### config.mk
export PLATFORM = sky130hd
export DESIGN_NAME = raster_sync_gen
export DESIGN_NICKNAME = d
export VERILOG_FILES = /design/src/rtl/rsg_pkg.sv /design/src/rtl/rsg_cfg_regs.sv /design/src/rtl/rsg_pix_tick.sv /design/src/rtl/rsg_line_timer.sv /design/src/rtl/rsg_frame_ctrl.sv /design/src/rtl/raster_sync_gen.sv
export SDC_FILE = /design/constraint.sdc
export NUM_CORES = 1
export LEC_CHECK = 0
export BUFFER_PORTS_ARGS = -buffer_cell sky130_fd_sc_hd__buf_2
export CAP_MARGIN = 20
export CORE_MARGIN = 2
export CORE_UTILIZATION = 58
export CTS_BUF_LIST = sky130_fd_sc_hd__clkbuf_4 sky130_fd_sc_hd__clkbuf_8
export DETAILED_ROUTE_END_ITERATION = 8
export GPL_TIMING_DRIVEN = 0
export PLACE_DENSITY_LB_ADDON = 0.1
export SYNTH_ARGS = -nofsm -noshare
export SYNTH_HDL_FRONTEND = slang
export SYNTH_SLANG_ARGS = --single-unit
### constraint.sdc
create_clock -name clk_i -period 3.6 [get_ports clk_i]
set_clock_uncertainty 0.15 [all_clocks]
set_input_delay 0.18 -clock clk_i [delete_from_list [all_inputs] [get_ports clk_i]]
set_output_delay 0.18 -clock clk_i [all_outputs]
set_load 0.01 [all_outputs]
### src/rtl/rsg_pkg.sv
package rsg_pkg;
  localparam int unsigned REG_ADDR_W = 2;
  localparam int unsigned NUM_IRQ    = 2;

  typedef enum logic [REG_ADDR_W-1:0] {
    REG_TIMING = 2'd0,
    REG_IRQ    = 2'd1,
    REG_BLANK  = 2'd2,
    REG_MODE   = 2'd3
  } reg_addr_e;

  // bit0 interlace, bit1 full-rate pixel tick
  typedef struct packed {
    logic full_rate;
    logic interlace;
  } mode_t;
endpackage

### src/rtl/rsg_cfg_regs.sv
module rsg_cfg_regs
  import rsg_pkg::*;
#(
  parameter int unsigned CNT_W = 10,
  parameter int unsigned H_DEF = 857,
  parameter int unsigned V_DEF = 524
) (
  input  logic                            clk_i,
  input  logic                            rst_ni,
  input  logic                            wr_en_i,
  input  logic [REG_ADDR_W-1:0]           wr_addr_i,
  input  logic [2*CNT_W-1:0]              wr_data_i,
  output logic [CNT_W-1:0]                h_last_o,
  output logic [CNT_W-1:0]                v_last_o,
  output logic [NUM_IRQ-1:0][CNT_W-1:0]   irq_line_o,
  output logic [CNT_W-1:0]                blank_start_o,
  output logic [CNT_W-1:0]                blank_end_o,
  output mode_t                           mode_o,
  output logic                            restart_o
);
  logic wr_timing, wr_irq, wr_blank, wr_mode;

  assign wr_timing = wr_en_i && (reg_addr_e'(wr_addr_i) == REG_TIMING);
  assign wr_irq    = wr_en_i && (reg_addr_e'(wr_addr_i) == REG_IRQ);
  assign wr_blank  = wr_en_i && (reg_addr_e'(wr_addr_i) == REG_BLANK);
  assign wr_mode   = wr_en_i && (reg_addr_e'(wr_addr_i) == REG_MODE);
  assign restart_o = wr_timing;

  always_ff @(posedge clk_i or negedge rst_ni) begin
    if (!rst_ni) begin
      h_last_o <= CNT_W'(H_DEF);
      v_last_o <= CNT_W'(V_DEF);
    end else if (wr_timing) begin
      h_last_o <= wr_data_i[CNT_W-1:0];
      v_last_o <= wr_data_i[2*CNT_W-1:CNT_W];
    end
  end

  for (genvar k = 0; k < NUM_IRQ; k++) begin : g_irq_line
    always_ff @(posedge clk_i or negedge rst_ni) begin
      if (!rst_ni)     irq_line_o[k] <= '0;
      else if (wr_irq) irq_line_o[k] <= wr_data_i[k*CNT_W +: CNT_W];
    end
  end

  always_ff @(posedge clk_i or negedge rst_ni) begin
    if (!rst_ni) begin
      blank_start_o <= '0;
      blank_end_o   <= '0;
    end else if (wr_blank) begin
      blank_start_o <= wr_data_i[CNT_W-1:0];
      blank_end_o   <= wr_data_i[2*CNT_W-1:CNT_W];
    end
  end

  always_ff @(posedge clk_i or negedge rst_ni) begin
    if (!rst_ni)      mode_o <= '{full_rate: 1'b1, interlace: 1'b0};
    else if (wr_mode) mode_o <= mode_t'(wr_data_i[1:0]);
  end
endmodule

### src/rtl/rsg_pix_tick.sv
module rsg_pix_tick #(
  parameter int unsigned SLOW_DIV = 2,
  localparam int unsigned DIV_W = (SLOW_DIV > 1) ? $clog2(SLOW_DIV) : 1
) (
  input  logic clk_i,
  input  logic rst_ni,
  input  logic restart_i,
  input  logic full_rate_i,
  output logic tick_o
);
  logic [DIV_W-1:0] cnt_q;
  logic             cnt_top;

  assign cnt_top = (cnt_q == DIV_W'(SLOW_DIV - 1));
  assign tick_o  = full_rate_i || cnt_top;

  // phase runs in both modes; restart realigns it
  always_ff @(posedge clk_i or negedge rst_ni) begin
    if (!rst_ni)        cnt_q <= '0;
    else if (restart_i) cnt_q <= '0;
    else if (cnt_top)   cnt_q <= '0;
    else                cnt_q <= cnt_q + 1'b1;
  end
endmodule

### src/rtl/rsg_line_timer.sv
module rsg_line_timer #(
  parameter int unsigned CNT_W = 10
) (
  input  logic             clk_i,
  input  logic             rst_ni,
  input  logic             restart_i,
  input  logic             tick_i,
  input  logic [CNT_W-1:0] h_last_i,
  output logic             line_done_o
);
  logic [CNT_W-1:0] h_q;

  assign line_done_o = tick_i && (h_q == h_last_i);

  always_ff @(posedge clk_i or negedge rst_ni) begin
    if (!rst_ni)          h_q <= '0;
    else if (restart_i)   h_q <= '0;
    else if (line_done_o) h_q <= '0;
    else if (tick_i)      h_q <= h_q + 1'b1;
  end
endmodule

### src/rtl/rsg_frame_ctrl.sv
module rsg_frame_ctrl
  import rsg_pkg::*;
#(
  parameter int unsigned CNT_W = 10
) (
  input  logic                          clk_i,
  input  logic                          rst_ni,
  input  logic                          restart_i,
  input  logic                          line_done_i,
  input  logic [CNT_W-1:0]              v_last_i,
  input  logic [NUM_IRQ-1:0][CNT_W-1:0] irq_line_i,
  input  logic [CNT_W-1:0]              blank_start_i,
  input  logic [CNT_W-1:0]              blank_end_i,
  input  logic                          interlace_i,
  output logic [CNT_W-1:0]              scanline_o,
  output logic                          blank_o,
  output logic                          field_o,
  output logic [NUM_IRQ-1:0]            irq_o,
  output logic                          frame_o
);
  logic [CNT_W-1:0] scan_nxt;
  logic             wrap;

  assign scan_nxt = (scanline_o == v_last_i) ? '0 : scanline_o + 1'b1;
  assign wrap     = line_done_i && (scan_nxt == '0);

  always_ff @(posedge clk_i or negedge rst_ni) begin
    if (!rst_ni) begin
      scanline_o <= '0;
      blank_o    <= 1'b0;
      field_o    <= 1'b0;
      frame_o    <= 1'b0;
    end else if (restart_i) begin
      scanline_o <= '0;
      blank_o    <= 1'b0;
      field_o    <= 1'b0;
      frame_o    <= 1'b0;
    end else begin
      frame_o <= wrap;
      if (line_done_i) begin
        scanline_o <= scan_nxt;
        // end line takes priority over start line
        if (scan_nxt == blank_end_i)        blank_o <= 1'b0;
        else if (scan_nxt == blank_start_i) blank_o <= 1'b1;
      end
      if (!interlace_i) field_o <= 1'b0;
      else if (wrap)    field_o <= ~field_o;
    end
  end

  for (genvar k = 0; k < NUM_IRQ; k++) begin : g_irq
    always_ff @(posedge clk_i or negedge rst_ni) begin
      if (!rst_ni)        irq_o[k] <= 1'b0;
      else if (restart_i) irq_o[k] <= 1'b0;
      else                irq_o[k] <= line_done_i && (scan_nxt == irq_line_i[k]);
    end
  end
endmodule

### src/rtl/raster_sync_gen.sv
module raster_sync_gen
  import rsg_pkg::*;
#(
  parameter int unsigned CNT_W    = 10,
  parameter int unsigned H_DEF    = 857,
  parameter int unsigned V_DEF    = 524,
  parameter int unsigned SLOW_DIV = 2
) (
  input  logic                  clk_i,
  input  logic                  rst_ni,
  input  logic                  wr_en_i,
  input  logic [REG_ADDR_W-1:0] wr_addr_i,
  input  logic [2*CNT_W-1:0]    wr_data_i,
  output logic [NUM_IRQ-1:0]    irq_o,
  output logic                  frame_start_o,
  output logic [CNT_W+1:0]      status_o
);
  logic [CNT_W-1:0]              h_last, v_last, blank_start, blank_end, scanline;
  logic [NUM_IRQ-1:0][CNT_W-1:0] irq_line;
  mode_t                         mode;
  logic                          restart, tick, line_done, blank, field, interlace;

  assign interlace = mode.interlace;

  rsg_cfg_regs #(.CNT_W(CNT_W), .H_DEF(H_DEF), .V_DEF(V_DEF)) i_cfg (
    .clk_i, .rst_ni, .wr_en_i, .wr_addr_i, .wr_data_i,
    .h_last_o(h_last), .v_last_o(v_last), .irq_line_o(irq_line),
    .blank_start_o(blank_start), .blank_end_o(blank_end),
    .mode_o(mode), .restart_o(restart)
  );

  rsg_pix_tick #(.SLOW_DIV(SLOW_DIV)) i_tick (
    .clk_i, .rst_ni, .restart_i(restart), .full_rate_i(mode.full_rate), .tick_o(tick)
  );

  rsg_line_timer #(.CNT_W(CNT_W)) i_line (
    .clk_i, .rst_ni, .restart_i(restart), .tick_i(tick), .h_last_i(h_last),
    .line_done_o(line_done)
  );

  rsg_frame_ctrl #(.CNT_W(CNT_W)) i_frame (
    .clk_i, .rst_ni, .restart_i(restart), .line_done_i(line_done),
    .v_last_i(v_last), .irq_line_i(irq_line), .blank_start_i(blank_start),
    .blank_end_i(blank_end), .interlace_i(interlace),
    .scanline_o(scanline), .blank_o(blank), .field_o(field),
    .irq_o(irq_o), .frame_o(frame_start_o)
  );

  assign status_o = {field, blank, scanline};
endmodule

==> out/metrics.cfg, run 1 <==
[final_layout]
fin_nets = 580
area_delta_synth_final_pct = 17.5
drive_gt1_frac = 0.231
insertedDiodeCount = 0
postLayoutCoreUtil = 0.694

[timing]
fin_crit_ps = 3140
fmax_mhz = 319
max_slew_margin = 0.352
tns_ps = 0
rsz0062_at_grt = no
setup_violations = 0
tightest_slew_ps = 968
finalCritPeriodShare = 0.871
fin_ws_ps = 463
maxSlewViolCount = 0
hold_violations = 0
hold-worst-slack_ps = 71.0

[setup_path]
cp.required_ps = 3710
path_cells = ha_1, clkbuf_1, nand3_1, xnor2_1, nor4_1, a41oi_1, nor4b_1, xor2_1, and3_1
cp_num_buf_inv = 1
crit_path_max_incr_delay_ps = 530
cp.arrival_ps = 3250
end_kind = flop
worst_path_max_delay_cell = dfrtp_1
cp_top_family = simple AND/OR/NAND/NOR gates
crit_path_start_kind = flop
worst-setup-path-type = reg -> reg
cp_max_fo = 9

[grt]
grt_pass1_wl_mm = 20.9
antenna_found_initial = 0
grt_overflow = 0
grt_max_degree = 52
use_met3 = 0.0593
grt_usage = 0.312
use_met2 = 0.502
use_met1 = 0.422
grt.busiest_layer = met2
grt_pass1_vias = 3996

[floorplan]
die_area_mm2 = 0.00903
die_w_um = 95.0
io_pins = 40
row_count = 33
die_h_um = 95.0
coreArea_mm2 = 0.00813
start_util = 0.591

[logic_synthesis]
ys_top_cells_by_area = dfrtp_1, mux2_2, xor2_1, nand2_1, dfstp_2
synth-seq-area-share = 0.461
synth_cell_types = 64
yosysWarnings = 0
synth_most_common_cell = dfrtp_1
syn-num-nets = 508
netlist_area_mm2 = 0.00481
ys_seq_elements = 88
yosys.area.top_type = dfrtp_1
synth.top_cell.area_share = 0.406
async_flop_share = 1.00
netlist_instances = 481
ys.flop_type = dfrtp_1
syn_avg_cell_area_um2 = 9.99
synth_common_cells = dfrtp_1, nand2_1, mux2_2
synth_edf_count = 0

[clock_tree]
clkTransAtPathRegs_ps = 90
cts_sinks = 88
cts_max_path_buffers = 2
cts_setup_buffers = 0
htreeDepth = 3
clock-root-buffer = clkbuf_8
cts_resized = 0
clk_latency_ps = 370
cts_made_buffers = 9
cts_tree = done

[drt]
vias = 4068
drt-initial-drc-count = 336
drt-total-wl_mm = 13.0
ant_nets = 0
avgViaCountPerCell = 6.14
wl_per_cell_um = 19.7
dr.pass1.iters = 6
drc = 0

[placement]
dp_hpwl_mm = 9.40
gp_congestion = 0.943
post-place-ws_ps = 539
portBuffers = 39

[power_and_ir_drop]
p_leak_nw = 2.56
ir_drop_uv = 306
power_density_mw_per_mm2 = 502

[status]
outcome = finished clean

[worst_hold_path]
hp-class = in -> reg

[flow_run]
maxCapViolCount = 0

==> area by class of cell <==
class                   instances  area [µm²]
plain buffers                  26         144
flip-flops and latches         88        2210
clock inverters                 7         149
multi-input cells             361        2430
clock buffers                   9         124
fillers                       634        2490
repair buffers                 61         435
well taps                     105         131
inverters                       6        22.5
==> cell families (layout without fill, tap and decap cells) <==
logic type      after synthesis  after routing  share of synthesized area
compound gates               77             77                      0.107
xor+xnor                     45             45                     0.0849
fa+ha+maj                     2              2                    0.00520
buf+inv                      32            109                     0.0346
flops                        88             88                      0.461
mux                          44             44                      0.103
simple gates                193            193                      0.205
==> metrics by stage <==
stage                     area [µm²]  total power [W]  cells
after global routing            5650          0.00296    663
after floorplan                 4810          0.00169    481
after detailed placement        5160          0.00189    626
final                           5650          0.00283    663
after CTS                       5650          0.00283    663
after global placement          5130          0.00185    625
==> layer usage <==
layer,vias up,share of wire
met2,176,0.48
met4,0,0.027
li1,1874,-
met1,1982,0.43
met3,36,0.066
met5,-,0
==> sequential cells by signal, indices dropped and copies added, names as in the netlist <==
| register | flops |
|---|---|
| i_frame.scanline_o | 10 |
| i_frame.frame_o | 1 |
| i_tick.cnt_q | 1 |
| i_frame.field_o | 1 |
| i_frame.irq_o | 2 |
| i_frame.blank_o | 1 |
| i_cfg.h_last_o | 10 |
| i_cfg.irq_line_o | 20 |
| i_cfg.blank_start_o | 10 |
| i_line.h_q | 10 |
| i_cfg.v_last_o | 10 |
| i_cfg.mode_o | 2 |
| i_cfg.blank_end_o | 10 |
==> worst paths after layout <==
check	from	to	slack, ps	cells after the start
setup / recovery	i_frame.scanline_o[1]$_DFFE_PN0P_	i_frame.field_o$_DFFE_PN0P_	460	9
hold / removal	wr_addr_i[0]	i_cfg.h_last_o[0]$_DFFE_PN1P_	70	4
setup reg to reg	i_frame.scanline_o[1]$_DFFE_PN0P_	i_frame.field_o$_DFFE_PN0P_	460	9
hold reg to reg	i_cfg.v_last_o[3]$_DFFE_PN1P_	i_cfg.v_last_o[3]$_DFFE_PN1P_	320	2
max in group asynchronous	rst_ni	i_cfg.h_last_o[8]$_DFFE_PN1P_	2450	3
min in group asynchronous	rst_ni	i_cfg.v_last_o[6]$_DFFE_PN0P_	180	2
==> placed cells by master (no fill, tap or decap), drive strengths merged, types with 6 or more instances in the layout <==
cell         instances
dfrtp               78
and2                 7
mux2                43
nor4                 8
or3                  9
inv                  9
nor4b                6
nor3                15
nand3               17
a21oi               25
xnor2               12
and3                 6
nand2               71
o21ai               16
clkbuf              24
dlygate4sd3         21
nor2                30
buf                 51
xor2                32
nand4                8
dfstp               10
==> tightest hold or removal path, delay by kind of cell <==
family                 cells  cell delay (ps)
buffers and inverters      1              120
and+or+nand+nor            3              300
==> report_power, final <==
group / switching, W / leakage (nW) / total, W / internal, W
Sequential: 0.000185 / 1.08 / 0.00134 / 0.00116
Combinational: 0.000286 / 1.34 / 0.000564 / 0.000278
Clock: 0.000389 / 0.136 / 0.000930 / 0.000541
Total: 0.000860 / 2.56 / 0.00283 / 0.00197
==> repair_timing <==
item	CTS	global route
hold endpoints to repair	99	0
hold buffers	21	0
setup endpoints to repair	0	0
Note: power is estimated with default switching activity, not from simulation.
==> run 2, diff against run 1 <==
==> constraint.sdc (replaced) <==
create_clock -name clk_i -period 3.6 [get_ports clk_i]
set_clock_uncertainty 0.15 [all_clocks]
set_input_delay 0.72 -clock clk_i [delete_from_list [all_inputs] [get_ports clk_i]]
set_output_delay 0.72 -clock clk_i [all_outputs]
set_load 0.01 [all_outputs]
==> out/metrics.cfg, run 2 (synthesis results as in run 1) <==
[clock_tree]
clock-root-buffer = clkbuf_8  ; unchanged
cts_max_path_buffers = 2  ; unchanged
cts_sinks = 88  ; unchanged
cts_made_buffers = 9  ; unchanged
cts_tree = done  ; unchanged
htreeDepth = 3  ; unchanged
cts_setup_buffers = 0  ; unchanged
clk_latency_ps = 370  ; about the same
clkTransAtPathRegs_ps = 90  ; about the same
ctsHoldBuffers = 0  ; was 21
cts_resized = 0  ; unchanged

[timing]
fin_crit_ps = 3160  ; was 3140 ps
maxSlewViolCount = 0  ; unchanged
setup_violations = 0  ; unchanged
max_slew_margin = 0.362  ; was 0.352
hold_violations = 0  ; unchanged
tightest_slew_ps = 953  ; was 968 ps
tns_ps = 0  ; unchanged
rsz0062_at_grt = no  ; unchanged
finalCritPeriodShare = 0.878  ; was 0.871
fin_ws_ps = 438  ; was 463 ps
fmax_mhz = 316  ; was 319 MHz

[flow_run]
maxCapViolCount = 0  ; unchanged

[placement]
post-place-ws_ps = 539  ; unchanged
portBuffers = 39  ; unchanged
dp.cells = 626  ; unchanged
gp_congestion = 0.943  ; unchanged
dp_hpwl_mm = 9.40  ; unchanged

[worst_hold_path]
hp-class = in -> async  ; was in -> reg

[floorplan]
start_util = 0.591  ; unchanged
die_area_mm2 = 0.00903  ; unchanged
coreArea_mm2 = 0.00813  ; unchanged
io_pins = 40  ; unchanged
die_w_um = 95.0  ; unchanged
die_h_um = 95.0  ; unchanged
row_count = 33  ; unchanged

[setup_path]
crit-reg2reg-launch = i_frame.scanline_o[1]$_DFFE_PN0P_  ; unchanged
cp_max_fo = 9  ; unchanged
end_kind = flop  ; unchanged
cp.arrival_ps = 3270  ; was 3250 ps
crit_path_start_kind = flop  ; unchanged
rrSetupSlack_ps = 440  ; was 460 ps
crit_start = i_frame.scanline_o[1]$_DFFE_PN0P_  ; unchanged
cp.required_ps = 3710  ; about the same
worst-setup-path-type = reg -> reg  ; unchanged

[power_and_ir_drop]
switchingPower_w = 0.000848  ; was 0.000860 W
p_int_w = 0.00196  ; was 0.00197 W
p_seq_frac = 0.477  ; was 0.473
p_total_w = 0.00281  ; was 0.00283 W
ir_drop_uv = 303  ; was 306 µV
power_density_mw_per_mm2 = 516  ; was 502 mW/mm²
p_clk_frac = 0.329  ; was 0.328
p_leak_nw = 2.47  ; was 2.56 nW
power_frac_comb = 0.194  ; was 0.199
swShare = 0.302  ; was 0.303

[grt]
grt_max_degree = 52  ; unchanged
grt_pass1_vias = 3896  ; was 3996
grt_pass1_wl_mm = 20.6  ; was 20.9 mm
grt_overflow = 0  ; unchanged
grt_usage = 0.307  ; was 0.312
antenna_found_initial = 0  ; unchanged

[drt]
dr.pass1.iters = 5  ; was 6
drc = 0  ; unchanged
drt-initial-drc-count = 248  ; was 336
vias = 3960  ; was 4068
avgViaCountPerCell = 6.17  ; was 6.14
drt-total-wl_mm = 12.7  ; was 13.0 mm
ant_nets = 0  ; unchanged
wl_per_cell_um = 19.7  ; about the same

[final_layout]
instances_no_fill = 642  ; was 663
multi_input_area_mm2 = 0.00243  ; unchanged
seq_area_mm2 = 0.00221  ; unchanged
final_common_cell = dfrtp_1  ; unchanged
mostFrequentLayoutCells = dfrtp_1, nand2_1, mux2_2, buf_2, xor2_1  ; unchanged
fillers = 649  ; was 634
postLayoutCoreUtil = 0.668  ; was 0.694
fin_nets = 559  ; was 580
insertedDiodeCount = 0  ; unchanged
largest-register = i_cfg.irq_line_o  ; unchanged
drive_gt1_frac = 0.240  ; was 0.231
area_delta_synth_final_pct = 13.1  ; was 17.5%
largest_reg_flops = 20  ; unchanged

[status]
outcome = finished clean  ; unchanged

[run 2: path summary, 6_finish.rpt]
path,end,depth (start not counted)
setup / recovery,i_frame.field_o$_DFFE_PN0P_,9
hold / removal,i_cfg.v_last_o[6]$_DFFE_PN0P_,1
setup reg to reg,i_frame.field_o$_DFFE_PN0P_,9
hold reg to reg,i_cfg.v_last_o[3]$_DFFE_PN1P_,2
max in group asynchronous,i_cfg.h_last_o[6]$_DFFE_PN1P_,2
min in group clk_i,i_cfg.v_last_o[3]$_DFFE_PN1P_,2
[run 2: cell type report]
class | instances | area share
multi-input combinational | 361 | 0.446
sequential | 88 | 0.407
timing repair buffer | 40 | 0.0414
clock inverter | 7 | 0.0274
buffer | 26 | 0.0265
tap | 105 | 0.0242
clock buffer | 9 | 0.0228
inverter | 6 | 0.00414
[run 2: routing by layer]
layer  part of all wire  global-route usage
met1               0.44               0.422
met2               0.47               0.486
met3              0.063              0.0585
met4              0.022               0.116
met5                  0                   0
[run 2: metrics by stage]
stage / hold WS, ps / instance area, µm²
CTS: 176 / 5440
global route: 195 / 5440
detailed placement: 312 / 5160
floorplan: 274 / 4810
global placement: 302 / 5130
finish: 163 / 5440
[run 2: power by group through the flow]
stage / Sequential (W) / Combinational [W] / Clock (W)
2_1_floorplan: 0.00129 / 0.000404 / 0
3_3_place_gp: 0.00134 / 0.000512 / 0
3_5_place_dp: 0.00135 / 0.000539 / 0
4_1_cts: 0.00133 / 0.000543 / 0.000935
5_1_grt: 0.00136 / 0.000607 / 0.000978
6_report: 0.00134 / 0.000544 / 0.000925
[run 2: worst max-delay path: stages (launching register included)]
cell and delay [ps]:
dfrtp_1 530, ha_1 200, clkbuf_1 350, nand3_1 200
xnor2_1 310, nor4_1 310, a41oi_1 210, nor4b_1 460
xor2_1 130, and3_1 210
